--- config.mk ---
export PLATFORM = sky130hd
export DESIGN_NAME = tmr16_bytebus
export DESIGN_NICKNAME = d
export VERILOG_FILES = /design/src/rtl/tmr16_pkg.sv /design/src/rtl/tmr16_sync.sv /design/src/rtl/tmr16_ctrl.sv /design/src/rtl/tmr16_dp.sv /design/src/rtl/tmr16_bytebus.sv
export SDC_FILE = /design/constraint.sdc
export NUM_CORES = 1
export LEC_CHECK = 0
export CORE_UTILIZATION = 45
export CTS_CLUSTER_DIAMETER = 150
export DETAILED_ROUTE_END_ITERATION = 7
export DONT_BUFFER_PORTS = 1
export GPL_ROUTABILITY_DRIVEN = 1
export GPL_TIMING_DRIVEN = 0
export PLACE_DENSITY = 0.57
export RECOVER_POWER = 100
export SYNTH_ARGS = -nofsm -noshare
export SYNTH_HDL_FRONTEND = slang
export SYNTH_SLANG_ARGS = --single-unit
--- constraint.sdc ---
create_clock -name clk -period 2.85 [get_ports clk]
set_input_delay 0.1425 -clock clk [delete_from_list [all_inputs] [get_ports clk]]
set_output_delay 0.1425 -clock clk [all_outputs]
set_load 0.02 [all_outputs]
--- src/rtl/tmr16_pkg.sv ---
package tmr16_pkg;

  typedef enum logic [2:0] {
    MODE_OFF    = 3'd0,
    MODE_EVENT  = 3'd1,
    MODE_ADCCLK = 3'd2,
    MODE_TIMER  = 3'd3,
    MODE_PULSE  = 3'd4
  } tmrMode_e;

  typedef enum logic [1:0] {
    CLK_SYS     = 2'd0,
    CLK_QUARTER = 2'd1,
    CLK_RTC     = 2'd2,
    CLK_SYS_ALT = 2'd3
  } clkSrc_e;

  // Register offsets from the base address.
  localparam int OFS_CNT_HI = 0;
  localparam int OFS_CNT_LO = 1;
  localparam int OFS_CTRL   = 2;
  localparam int OFS_PRE_HI = 3;
  localparam int OFS_PRE_LO = 4;
  localparam int OFS_CONV   = 5;

  // Control register bit positions.
  localparam int CB_EDGE   = 3;
  localparam int CB_EN     = 4;
  localparam int CB_CLK_LO = 5;
  localparam int CB_FLAG   = 7;
  localparam int CONV_SEL  = 1;

  // Strobes and settings from control to datapath.
  typedef struct packed {
    logic     run;
    tmrMode_e mode;
    logic     edgeSel;
    clkSrc_e  clkSel;
  } tmrCmd_t;

  // Events from datapath back to control.
  typedef struct packed {
    logic wrap;
    logic pwEnd;
  } tmrEvt_t;

endpackage

--- src/rtl/tmr16_sync.sv ---
module tmr16_sync #(
  parameter int STAGES = 2
) (
  input  logic clk,
  input  logic rstN,
  input  logic d,
  output logic q
);
  logic [STAGES-1:0] shReg;

  generate
    if (STAGES == 1) begin : gSingle
      always_ff @(posedge clk) begin
        if (!rstN) shReg <= '0;
        else       shReg <= d;
      end
    end else begin : gChain
      always_ff @(posedge clk) begin
        if (!rstN) shReg <= '0;
        else       shReg <= {shReg[STAGES-2:0], d};
      end
    end
  endgenerate

  assign q = shReg[STAGES-1];
endmodule

--- src/rtl/tmr16_ctrl.sv ---
module tmr16_ctrl
  import tmr16_pkg::*;
#(
  parameter int                 BUS_W     = 8,
  parameter int                 ADDR_W    = 8,
  parameter logic [ADDR_W-1:0]  BASE_ADDR = 8'h20,
  localparam int                CNT_W     = 2 * BUS_W
) (
  input  logic              clk,
  input  logic              rstN,
  input  logic              busWr,
  input  logic              busRd,
  input  logic [ADDR_W-1:0] busAddr,
  input  logic [BUS_W-1:0]  busWdata,
  output logic [BUS_W-1:0]  busRdata,
  input  logic [CNT_W-1:0]  count,
  input  tmrEvt_t           evt,
  output tmrCmd_t           cmd,
  output logic [CNT_W-1:0]  preload,
  output logic              ovfFlag
);
  logic [ADDR_W-1:0] relAddr;
  logic              wrCtrl, wrPreHi, wrPreLo, wrConv, rdCntHi;
  logic [6:0]        ctrlReg;
  logic [BUS_W-1:0]  convReg;
  logic [BUS_W-1:0]  wrBuf;
  logic [BUS_W-1:0]  rdBuf;

  assign relAddr = busAddr - BASE_ADDR;
  assign wrCtrl  = busWr && (relAddr == ADDR_W'(OFS_CTRL));
  assign wrPreHi = busWr && (relAddr == ADDR_W'(OFS_PRE_HI));
  assign wrPreLo = busWr && (relAddr == ADDR_W'(OFS_PRE_LO));
  assign wrConv  = busWr && (relAddr == ADDR_W'(OFS_CONV));
  assign rdCntHi = busRd && (relAddr == ADDR_W'(OFS_CNT_HI));

  // Control register: software write wins over the pulse-width end strobe.
  always_ff @(posedge clk) begin
    if (!rstN) begin
      ctrlReg <= '0;
    end else if (wrCtrl) begin
      ctrlReg <= busWdata[6:0];
    end else if (evt.pwEnd) begin
      ctrlReg[CB_EN] <= 1'b0;
    end
  end

  // Overflow flag: a wrap wins over a clear in the same cycle.
  always_ff @(posedge clk) begin
    if (!rstN) begin
      ovfFlag <= 1'b0;
    end else if (evt.wrap) begin
      ovfFlag <= 1'b1;
    end else if (wrCtrl && busWdata[CB_FLAG]) begin
      ovfFlag <= 1'b0;
    end
  end

  // Byte buffers, reload register and converter control.
  always_ff @(posedge clk) begin
    if (!rstN) begin
      convReg <= '0;
      wrBuf   <= '0;
      rdBuf   <= '0;
      preload <= '0;
    end else begin
      if (wrConv)  convReg <= busWdata;
      if (wrPreLo) wrBuf   <= busWdata;
      if (wrPreHi) preload <= {busWdata, wrBuf};
      if (rdCntHi) rdBuf   <= count[BUS_W-1:0];
    end
  end

  always_comb begin
    cmd.run     = ctrlReg[CB_EN] && !convReg[CONV_SEL];
    cmd.mode    = tmrMode_e'(ctrlReg[2:0]);
    cmd.edgeSel = ctrlReg[CB_EDGE];
    cmd.clkSel  = clkSrc_e'(ctrlReg[CB_CLK_LO+1:CB_CLK_LO]);
  end

  always_comb begin
    busRdata = '0;
    if      (relAddr == ADDR_W'(OFS_CNT_HI)) busRdata = count[CNT_W-1:BUS_W];
    else if (relAddr == ADDR_W'(OFS_CNT_LO)) busRdata = rdBuf;
    else if (relAddr == ADDR_W'(OFS_CTRL))   busRdata = {ovfFlag, ctrlReg};
    else if (relAddr == ADDR_W'(OFS_CONV))   busRdata = convReg;
  end

  AST_PRELOAD_HOLD: assert property (@(posedge clk) disable iff (!rstN)
    !wrPreHi |=> $stable(preload));
  AST_PRELOAD_COMMIT: assert property (@(posedge clk) disable iff (!rstN)
    wrPreHi |=> preload == {$past(busWdata), $past(wrBuf)});
  AST_RDBUF_LATCH: assert property (@(posedge clk) disable iff (!rstN)
    rdCntHi |=> rdBuf == $past(count[BUS_W-1:0]));
  AST_FLAG_ON_WRAP: assert property (@(posedge clk) disable iff (!rstN)
    evt.wrap |=> ovfFlag);
endmodule

--- src/rtl/tmr16_dp.sv ---
module tmr16_dp
  import tmr16_pkg::*;
#(
  parameter int  CNT_W       = 16,
  parameter int  PRESC_W     = 2,
  parameter int  SYNC_STAGES = 2
) (
  input  logic             clk,
  input  logic             rstN,
  input  tmrCmd_t          cmd,
  input  logic [CNT_W-1:0] preload,
  input  logic             extPin,
  input  logic             adcClkPin,
  input  logic             rtcTick,
  output logic [CNT_W-1:0] count,
  output tmrEvt_t          evt,
  output logic             ovfIrq,
  output logic             freqOut
);
  logic               extS, adcS, extD, adcD;
  logic [PRESC_W-1:0] presc;
  logic               quarterTick, timerTick;
  logic               extEdge, adcEdge, levelOn, levelEnd, inc;

  tmr16_sync #(.STAGES(SYNC_STAGES)) uSyncExt (
    .clk(clk), .rstN(rstN), .d(extPin), .q(extS));
  tmr16_sync #(.STAGES(SYNC_STAGES)) uSyncAdc (
    .clk(clk), .rstN(rstN), .d(adcClkPin), .q(adcS));

  always_ff @(posedge clk) begin
    if (!rstN) begin
      extD  <= 1'b0;
      adcD  <= 1'b0;
      presc <= '0;
    end else begin
      extD  <= extS;
      adcD  <= adcS;
      presc <= presc + 1'b1;
    end
  end

  assign quarterTick = &presc;

  always_comb begin
    extEdge  = cmd.edgeSel ? (extD & ~extS) : (~extD & extS);
    adcEdge  = cmd.edgeSel ? (adcD & ~adcS) : (~adcD & adcS);
    levelOn  = cmd.edgeSel ? ~extS : extS;
    levelEnd = cmd.edgeSel ? (~extD & extS) : (extD & ~extS);
    unique case (cmd.clkSel)
      CLK_QUARTER: timerTick = quarterTick;
      CLK_RTC:     timerTick = rtcTick;
      default:     timerTick = 1'b1;
    endcase
    case (cmd.mode)
      MODE_EVENT:  inc = extEdge;
      MODE_ADCCLK: inc = adcEdge;
      MODE_TIMER:  inc = timerTick;
      MODE_PULSE:  inc = levelOn & quarterTick;
      default:     inc = 1'b0;
    endcase
    evt.wrap  = cmd.run && inc && (count == '1);
    evt.pwEnd = cmd.run && (cmd.mode == MODE_PULSE) && levelEnd;
  end

  always_ff @(posedge clk) begin
    if (!rstN) begin
      count   <= '0;
      ovfIrq  <= 1'b0;
      freqOut <= 1'b0;
    end else begin
      ovfIrq <= evt.wrap;
      if (evt.wrap) freqOut <= ~freqOut;
      if (cmd.run && inc) count <= evt.wrap ? preload : count + 1'b1;
    end
  end

  AST_STILL_WHEN_STOPPED: assert property (@(posedge clk) disable iff (!rstN)
    !cmd.run |=> $stable(count));
  AST_COUNT_UP: assert property (@(posedge clk) disable iff (!rstN)
    (cmd.run && inc && count != '1) |=> count == CNT_W'($past(count) + 1'b1));
  AST_WRAP_RELOAD: assert property (@(posedge clk) disable iff (!rstN)
    evt.wrap |=> (count == $past(preload)) && ovfIrq);
  AST_PW_GATED: assert property (@(posedge clk) disable iff (!rstN)
    (cmd.run && cmd.mode == MODE_PULSE && !levelOn) |=> $stable(count));
endmodule

--- src/rtl/tmr16_bytebus.sv ---
module tmr16_bytebus
  import tmr16_pkg::*;
#(
  parameter int                BUS_W       = 8,
  parameter int                ADDR_W      = 8,
  parameter logic [ADDR_W-1:0] BASE_ADDR   = 8'h20,
  parameter int                PRESC_W     = 2,
  parameter int                SYNC_STAGES = 2,
  localparam int               CNT_W       = 2 * BUS_W
) (
  input  logic              clk,
  input  logic              rstN,
  input  logic              busWr,
  input  logic              busRd,
  input  logic [ADDR_W-1:0] busAddr,
  input  logic [BUS_W-1:0]  busWdata,
  output logic [BUS_W-1:0]  busRdata,
  input  logic              extPin,
  input  logic              adcClkPin,
  input  logic              rtcTick,
  output logic              ovfFlag,
  output logic              ovfIrq,
  output logic              freqOut
);
  tmrCmd_t          cmd;
  tmrEvt_t          evt;
  logic [CNT_W-1:0] count;
  logic [CNT_W-1:0] preload;

  tmr16_ctrl #(.BUS_W(BUS_W), .ADDR_W(ADDR_W), .BASE_ADDR(BASE_ADDR)) uCtrl (
    .clk(clk), .rstN(rstN), .busWr(busWr), .busRd(busRd), .busAddr(busAddr),
    .busWdata(busWdata), .busRdata(busRdata), .count(count), .evt(evt),
    .cmd(cmd), .preload(preload), .ovfFlag(ovfFlag));

  tmr16_dp #(.CNT_W(CNT_W), .PRESC_W(PRESC_W), .SYNC_STAGES(SYNC_STAGES)) uDp (
    .clk(clk), .rstN(rstN), .cmd(cmd), .preload(preload), .extPin(extPin),
    .adcClkPin(adcClkPin), .rtcTick(rtcTick), .count(count), .evt(evt),
    .ovfIrq(ovfIrq), .freqOut(freqOut));
endmodule

Word level (Yosys, flattened, before mapping)
Cells that the tools add are included.
{"block": "op_classes", "n_addsub": 3, "eq_ne": 12, "n_mux": 15, "bitwise": 10, "reduce_logical": 16}
{"cell": "$mux W8", "n": 4}
{"cell": "$add A16 B1 Y16 const B", "n": 1}
{"cell": "$eq A16 B16 Y1 const B", "n": 1}
{"cell": "$eq A8 B2 Y1 const B", "n": 2}
{"cell": "$eq A8 B3 Y1 const B", "n": 2}
{"cell": "$mux W16", "n": 1}
{"cell": "$logic_and A1 B1 Y1", "n": 11}
{"cell": "$eq A8 B1 Y1 const B", "n": 1}
{"cell": "$logic_not A8 Y1", "n": 1}
{"cell": "$mux W1", "n": 8}
{"cell": "$sub A8 B6 Y8 const B", "n": 1}
{"cell": "$eq A3 B2 Y1 const B", "n": 2}
{"cell": "$and A1 B1 Y1", "n": 5}
{"cell": "$not A1 Y1", "n": 5}
{"cell": "$pmux W1 S4", "n": 1}
{"cell": "$reduce_bool A2 Y1", "n": 2}
{"cell": "$eq A3 B1 Y1 const B", "n": 1}
{"cell": "$eq A3 B3 Y1 const B", "n": 1}
{"cell": "$add A2 B1 Y2 const B", "n": 1}
{"cell": "$eq A2 B1 Y1 const B", "n": 1}
{"cell": "$eq A2 B2 Y1 const B", "n": 1}
{"cell": "$pmux W1 S2", "n": 1}
{"cell": "$reduce_and A2 Y1", "n": 1}
{"cell": "$logic_not A1 Y1", "n": 1}
{"block": "totals", "register_bits": 74, "in_bits": 23, "out_inout_bits": 11, "elab_cells": 71}

Depth between registers and ports, before layout
Gate-level depths: netlist of run 1.
{"block": "depth", "depth_word": 7, "depth_mapped": 9, "depth_no_buf": 7}

Hierarchy
From an unflattened synthesis of run 1, not the netlist that was laid out.
{"block": "unflattened", "cells_unflattened": 444, "hier_area_um2": 3833.7}
{"mod": "tmr16_ctrl", "instances": 1, "cells_per_inst": 264, "area_each_um2": 2265.9, "seq_area_each_um2": 960.9}
{"mod": "tmr16_dp", "instances": 1, "cells_per_inst": 172, "area_each_um2": 1462.7, "seq_area_each_um2": 440.4}
{"mod": "tmr16_sync", "instances": 2, "cells_per_inst": 4, "area_each_um2": 52.6, "seq_area_each_um2": 40.0}

Worst setup path before layout of run 1
OpenSTA, ideal clock, no wires.
{"block": "synth_timing", "path_kind": "input to register", "start": "input port busAddr[5]", "end": "register uCtrl.preload[10]", "setup_ns": 0.128, "arrival_ns": 1.892, "path_slack_ns": 0.831, "cell_stages": 9, "n_path_buf": 2, "path_cell_list": "inv_1 -> ha_1 -> nand2_1 -> or4_1 -> buf_6 -> nor3_4 -> buf_6 -> mux2i_1 -> nor2_1"}
{"block": "synth_via", "elab_chain_cells": 3}
{"element": "start: declaration", "line": "tmr16_bytebus.sv:15", "text": "input logic [ADDR_W-1:0] busAddr,"}
{"element": "$sub A8 B6 Y8", "line": "tmr16_ctrl.sv:29", "text": "assign relAddr = busAddr - BASE_ADDR;"}
{"element": "$eq A8 B2 Y1", "line": "tmr16_ctrl.sv:31", "text": "assign wrPreHi = busWr && (relAddr == ADDR_W'(OFS_PRE_HI));"}
{"element": "$logic_and A1 B1 Y1", "line": "tmr16_ctrl.sv:31"}
{"element": "end signal: assignment", "line": "tmr16_ctrl.sv:68", "text": "if (wrPreHi) preload <= {busWdata, wrBuf};"}
{"element": "end: declaration", "line": "tmr16_ctrl.sv:19", "text": "output logic [CNT_W-1:0] preload,"}
No other way between the ends.
A chain may end at the register's enable or synchronous reset.

Worst setup path in the final report of run 1
{"block": "layout_timing", "start": "register uCtrl.ctrlReg[5]", "end": "register uDp.count[4]"}
{"block": "layout_via", "elab_chain_cells": 6, "elab_cells_between_ends": 7}
{"element": "start: declaration", "line": "tmr16_ctrl.sv:24", "text": "logic [6:0] ctrlReg;"}
{"element": "start signal: assignment", "line": "tmr16_ctrl.sv:41", "text": "ctrlReg <= busWdata[6:0];"}
{"element": "$eq A2 B2 Y1 / $eq A2 B1 Y1 (equally long branches)", "line": "tmr16_dp.sv:49", "text": "unique case (cmd.clkSel)"}
{"element": "$pmux W1 S2 (*)", "line": "tmr16_dp.sv:49"}
{"element": "$pmux W1 S4 (*)", "line": "tmr16_dp.sv:54", "text": "case (cmd.mode)"}
{"element": "$logic_and A1 B1 Y1 (*)", "line": "tmr16_dp.sv:61, tmr16_dp.sv:73"}
{"element": "$logic_and A1 B1 Y1", "line": "tmr16_dp.sv:61", "text": "evt.wrap = cmd.run && inc && (count == '1);"}
{"element": "$mux W16", "line": "tmr16_dp.sv:73", "text": "if (cmd.run && inc) count <= evt.wrap ? preload : count + 1'b1;"}
{"element": "end signal: assignment", "line": "tmr16_dp.sv:73"}
{"element": "end: declaration", "line": "tmr16_dp.sv:15", "text": "output logic [CNT_W-1:0] count,"}
Mark *: on every way between the ends. The rest lies on a longest branch, timed or not.

==> results of run 1 <==
-- where the power goes --
part	leakage [nW]	switching (mW)	internal, mW
sequential	0.597	0.00372	1.04
combinational	0.621	0.0588	0.0293
clock	0.103	0.451	0.422
-- state kept, by name, indices dropped and copies added, names as in the netlist, 2 cells and up --
register	count
uDp.uSyncAdc.shReg	2
uCtrl.convReg	8
uCtrl.wrBuf	8
uDp.count	16
uDp.presc	2
uCtrl.preload	16
uDp.uSyncExt.shReg	2
uCtrl.ctrlReg	7
uCtrl.rdBuf	8
-- cell usage after synthesis, drive strengths merged, types with 3 or more instances --
cell type	instances	area (sq um)
nand3	13	65.1
nand4	9	56.3
a311oi	3	26.3
clkbuf	16	60.1
o211ai	11	82.6
or4	4	30.0
and2	12	75.1
mux2i	38	380
and3	3	18.8
a211oi	4	30.0
nor2	49	184
ha	5	62.6
nor2b	3	18.8
nand2	49	184
dfxtp	74	1480
inv	10	37.5
and4	9	78.8
a21oi	29	145
o31ai	4	30.0
o311ai	3	26.3
buf	11	73.8
nor4	4	55.1
o21ai	15	75.1
nor3	7	57.6
-- cell families (layout without fill, tap and decap cells) --
group / after synthesis / count (layout) / share of synthesized area [%]
AOI/OAI and AO/OA: 92 / 92 / 17.0
xor gates and xnor gates: 2 / 2 / 0.483
adders and majority gates: 5 / 5 / 1.72
buffers and inverters: 39 / 65 / 5.07
DFF: 74 / 74 / 40.8
muxes: 38 / 38 / 10.5
and+or+nand+nor: 170 / 170 / 24.4
-- final timing paths --
kind	from	endpoint	depth (start not counted)	slack, ns
setup / recovery	uCtrl.ctrlReg[5]$_SDFFE_PN0P_	uDp.count[4]$_SDFFE_PN0P_	6	0.35
hold / removal	busAddr[0]	uCtrl.rdBuf[0]$_SDFFE_PN0P_	3	0.02
setup reg to reg	uCtrl.ctrlReg[5]$_SDFFE_PN0P_	uDp.count[4]$_SDFFE_PN0P_	6	0.35
hold reg to reg	uDp.presc[0]$_SDFF_PN0_	uDp.presc[0]$_SDFF_PN0_	1	0.45
-- metrics by stage --
stage               area, sq um  std cells  power (mW)  setup WS [ns]
detailed placement         3760        522        1.14          0.420
global route               4030        548        2.07          0.152
CTS                        4060        548        2.01          0.394
global placement           3760        522        1.14          0.458
floorplan                  3630        420        1.12          0.831
finish                     4030        548        2.00          0.345
-- repair_timing --
action,4_1_cts,5_1_grt
hold buffers,10,0
buffers inserted,0,0
hold endpoints to repair,33,0
-- layer usage --
metal,vias to the layer above,track usage (%),routed length [um]
li1,1567,-,-
met1,1512,37.4,4990
met2,118,42.7,4770
met3,19,3.81,621
met4,0,10.0,253
met5,-,0,0
-- layout make-up --
class	count	share of cell area [%]
multi-input combinational	307	48.3
sequential	74	36.8
tap	102	3.17
clock buffer	9	3.08
buffer	28	3.08
timing repair buffer	10	2.49
clock inverter	7	2.08
inverter	11	1.03
-- worst max-delay path, stage by stage (launching register included) --
cell and delay, ns:
dfxtp_1 0.40, inv_1 0.06, ha_1 0.27, o311ai_1 0.15, o211ai_1 0.66, nand2_1 0.46
o221a_1 0.38
==> metrics.cfg, run 1 <==
[timing]
fin_setup_tns_ns=0
hold_ws_ns=0.0172
relSlewSlack_pct=3.06
tightest_slew_ns=1.44
grt_setup_unrepaired=no
fmax_ghz=0.399
finalHoldViolations=0
period_share_pct=87.9
clock_skew_ns=0.00843
maxSlewViolCount=0
fin_crit_ns=2.50
setup_viol=0

[die]
die-width_um=91.8
fp.dieH_um=91.8
start_util_pct=46.7
dieArea_sq_um=8430
num_io_pins=34
fp.coreArea_sq_um=7770
num_rows=32

[finish]
area_delta_synth_final_pct=10.9
diodes=0
finalNetCount=469
finalCoreUtilization_pct=51.8
drive_above_1_share_pct=5.61
layout_commonest_cell=dfxtp_1
final_cell_mix=74 x dfxtp_1, 49 x nand2_1, 49 x nor2_1
seq_area_sq_um=1480
multi_input_area_sq_um=1940
fill_cells=772

[drt]
first_pass_iters=5
drt.antenna.violating_nets=0
drcViolationCount=0
num_vias=3216
viasPerCell=5.87
routedWlPerCell_um=19.4
wirelength_mm=10.6
drtIter0Drc=331

[placed_design]
routabilityCongestion=0.879
io_buffers=0
dp_hpwl_mm=7.51

[synthesis]
synth_edf_count=0
ys_seq_area_share_pct=40.8
synth_async_sr_flop_share_pct=0
ys_ff_latch=74
avgSynthCellArea_sq_um=8.64
synthFlopType=dfxtp_1
synth.cell_area_sq_um=3630
ys_types=54
synth_nets=448
synth_warnings=0
postSynthCellCount=420

[power]
p_leak_nw=1.32
power.density_nw_per_um2=498
vdd_drop_max_v=0.000284

[clock_network]
cts.path.max_buffers=2
root_buffer=clkbuf_8
cts_buffers=9
worstSkewPairLatency_ns=0.35
htree_levels=3
cts_sinks=74
path_clk_slew_ns=0.09
cts_tree=built
cts_resized=0

[setup_path]
critical_path_peak_fanout=9
start_kind=register
arrival_ns=2.75
critPathRequiredTime_ns=3.10
crit_path_end_kind=register
crit_type=register to register

[hold_path]
min-delay-path-class=input pin to register

[grt]
grt_max_degree=16
antenna_found_initial=0
overflow=0
grt_first_pass_wirelength_mm=17.4
track_usage_pct=27.0
grt_pass1_vias=3174

[outcome]
status=finished, final reports clean

[job]
maxCapViolCount=0

(Power assumes the default switching activity.)
==> run 2: changes to the inputs <==
--- a/config.mk
+++ b/config.mk
@@ -6,5 +6,5 @@
 export NUM_CORES = 1
 export LEC_CHECK = 0
-export CORE_UTILIZATION = 45
+export CORE_UTILIZATION = 59
 export CTS_CLUSTER_DIAMETER = 150
 export DETAILED_ROUTE_END_ITERATION = 7
@@ -12,5 +12,5 @@
 export GPL_ROUTABILITY_DRIVEN = 1
 export GPL_TIMING_DRIVEN = 0
-export PLACE_DENSITY = 0.57
+export PLACE_DENSITY = 0.72
 export RECOVER_POWER = 100
 export SYNTH_ARGS = -nofsm -noshare
==> constraint.sdc (replaced) <==
create_clock -name clk -period 2.85 [get_ports clk]
set_input_delay 0.285 -clock clk [delete_from_list [all_inputs] [get_ports clk]]
set_output_delay 0.285 -clock clk [all_outputs]
set_load 0.02 [all_outputs]
==> run 2 against run 1 <==
Compared with the run above:
- die area fell by 23%
- final area fell by 4.4%
- final cell count fell by 6.9%
- maximum frequency fell by 4.4%
- critical path depth rose by 2
- clock power fell by 17%
- highest routed layer unchanged
==> metrics.cfg, run 2 (same netlist as run 1, synthesis figures left out) <==
[timing]
relSlewSlack_pct=1.54  ; was 3.06%
fmax_ghz=0.382  ; was 0.399 GHz
grt_setup_unrepaired=no  ; unchanged
tightest_slew_ns=1.46  ; was 1.44 ns
fin_setup_tns_ns=0  ; unchanged
setup_viol=0  ; unchanged
finalHoldViolations=0  ; unchanged
period_share_pct=91.9  ; was 87.9%
clock_skew_ns=0.00527  ; was 0.00843 ns
maxSlewViolCount=0  ; unchanged
fin_crit_ns=2.62  ; was 2.50 ns

[finish]
finalCoreUtilization_pct=65.0  ; was 51.8%
fill_cells=527  ; was 772
seq_area_sq_um=1480  ; unchanged
top_regs=uCtrl.preload x16, uDp.count x16  ; unchanged
fin_area_sq_um=3850  ; was 4030 sq um
diodes=0  ; unchanged
drive_above_1_share_pct=5.98  ; was 5.61%
area_delta_synth_final_pct=6.07  ; was 10.9%
layout_commonest_cell=dfxtp_1  ; unchanged
final_cell_mix=74 x dfxtp_1, 49 x nand2_1, 49 x nor2_1  ; unchanged
stdcell_count=510  ; was 548
finalNetCount=459  ; was 469
multi_input_area_sq_um=1940  ; about the same

[drt]
viasPerCell=6.37  ; was 5.87
wirelength_mm=9.88  ; was 10.6 mm
first_pass_iters=6  ; was 5
num_vias=3250  ; was 3,216
drt.antenna.violating_nets=0  ; unchanged
routedWlPerCell_um=19.4  ; about the same
drtIter0Drc=364  ; was 331
drcViolationCount=0  ; unchanged

[power]
p_int_mw=1.39  ; was 1.49 mW
p_clk_share_pct=39.6  ; was 43.5%
seq_power_share_pct=56.8  ; was 52.1%
vdd_drop_max_v=0.000379  ; was 0.000284 V
power.density_nw_per_um2=477  ; was 498 nW/um^2
p_sw_share_pct=24.2  ; was 25.6%
switchingPower_mw=0.445  ; was 0.513 mW
p_comb_share_pct=3.6  ; was 4.4%
p_leak_nw=1.26  ; was 1.32 nW

[placed_design]
dpl.cell_count=495  ; was 522
dp_hpwl_mm=7.03  ; was 7.51 mm
io_buffers=0  ; unchanged
placed_area_sq_um=3720  ; was 3760 sq um
routabilityCongestion=0.934  ; was 0.879

[clock_network]
cts_tree=built  ; unchanged
worstSkewPairLatency_ns=0.35  ; about the same
cts.path.max_buffers=2  ; unchanged
htree_levels=3  ; unchanged
cts_resized=0  ; unchanged
path_clk_slew_ns=0.08  ; was 0.09 ns
holdBufCountCts=0  ; was 10
root_buffer=clkbuf_8  ; unchanged
cts_sinks=74  ; unchanged
postCtsSetupBuffers=0  ; unchanged
cts_buffers=9  ; unchanged

[die]
num_rows=28  ; was 32
num_io_pins=34  ; unchanged
die-width_um=80.4  ; was 91.8 um
fp.dieH_um=80.4  ; was 91.8 um
start_util_pct=61.3  ; was 46.7%
dieArea_sq_um=6470  ; was 8430 sq um
fp.coreArea_sq_um=5920  ; was 7770 sq um

[job]
maxCapViolCount=0  ; unchanged

[outcome]
status=finished, final reports clean  ; unchanged

[hold_path]
min-delay-path-class=input pin to register  ; unchanged

[setup_path]
critPathRequiredTime_ns=3.07  ; was 3.10 ns
critical_path_peak_fanout=10  ; was 9
start_kind=register  ; unchanged
crit_family=buffers and inverters  ; was compound AO/OA/AOI/OAI gates
crit_path_end_kind=register  ; unchanged
rrSetupSlack_ns=0.23  ; was 0.35 ns
slowest_stage=dfxtp_1  ; was o211ai_1
arrival_ns=2.84  ; was 2.75 ns
crit_type=register to register  ; unchanged
path_cells=ha_1 > and4_1 > and4_1 > clkbuf_1 > clkbuf_1 > o21ai_0 > o211ai_1 > o31ai_1  ; was inv_1 > ha_1 > o311ai_1 > o211ai_1 > nand2_1 > o221a_1
path_buf_inv=2  ; was 1
slowest_delay_ns=0.48  ; was 0.66 ns

[grt]
grt_pass1_vias=2874  ; was 3,174
overflow=0  ; unchanged
grt_first_pass_wirelength_mm=15.5  ; was 17.4 mm
antenna_found_initial=0  ; unchanged
track_usage_pct=32.6  ; was 27.0%
grt_max_degree=13  ; was 16

-- run 2: changes by cell type in the layout (fill, tap and decap cells not counted), sizes merged --
| cell | delta |
|---|---|
| clkbuf | +1 |
| bufinv | -1 |
| dlygate4sd3 | -10 |
| inv | -4 |
| clkinv | +3 |
-- run 2: routing by layer --
layer	up-vias	share of wire, %	GRT usage [%]
met2	172	43	47.1
met3	19	9.0	8.75
li1	1538	-	-
met5	-	0	0
met1	1521	45	44.4
met4	0	2.8	15.9
-- run 2: worst reg2reg max path: stages (launching register included) --
cell and delay, ns:
dfxtp_1 0.48, ha_1 0.27, and4_1 0.31, and4_1 0.19, clkbuf_1 0.31, clkbuf_1 0.48
o21ai_0 0.17, o211ai_1 0.18, o31ai_1 0.09
-- run 2: cell type report --
type	instances	share of cell area, %
well taps	75	2.44
clock inverters	5	0.813
inverters	11	1.07
multi-input cells	307	50.3
clock buffers	10	3.58
flip-flops and latches	74	38.5
plain buffers	28	3.28
-- run 2: through the flow --
stage	hold WS (ns)	total power, mW	setup slack [ns]
global route	0.0521	1.90	0.106
CTS	0.0503	1.84	0.388
global placement	0.408	1.13	0.393
floorplan	0.398	1.12	0.608
detailed placement	0.418	1.13	0.366
finish	0.0621	1.84	0.231
-- run 2: worst paths after layout --
kind,to,from,cells past startpoint
max reg2reg,uDp.count[5]$_SDFFE_PN0P_,uDp.count[1]$_SDFFE_PN0P_,8
max,uDp.count[5]$_SDFFE_PN0P_,uDp.count[1]$_SDFFE_PN0P_,8
min reg2reg,uDp.presc[0]$_SDFF_PN0_,uDp.presc[0]$_SDFF_PN0_,1
min,uDp.uSyncAdc.shReg[0]$_SDFF_PN0_,adcClkPin,1
-- run 2: power groups by stage --
stage                     sequential, mW  clock (mW)  combinational (mW)
after floorplan                     1.07           0              0.0492
after CTS                           1.04       0.733              0.0678
after detailed placement            1.07           0              0.0673
final                               1.04       0.727              0.0668
after global placement              1.07           0              0.0657
after global routing                1.04       0.782              0.0741
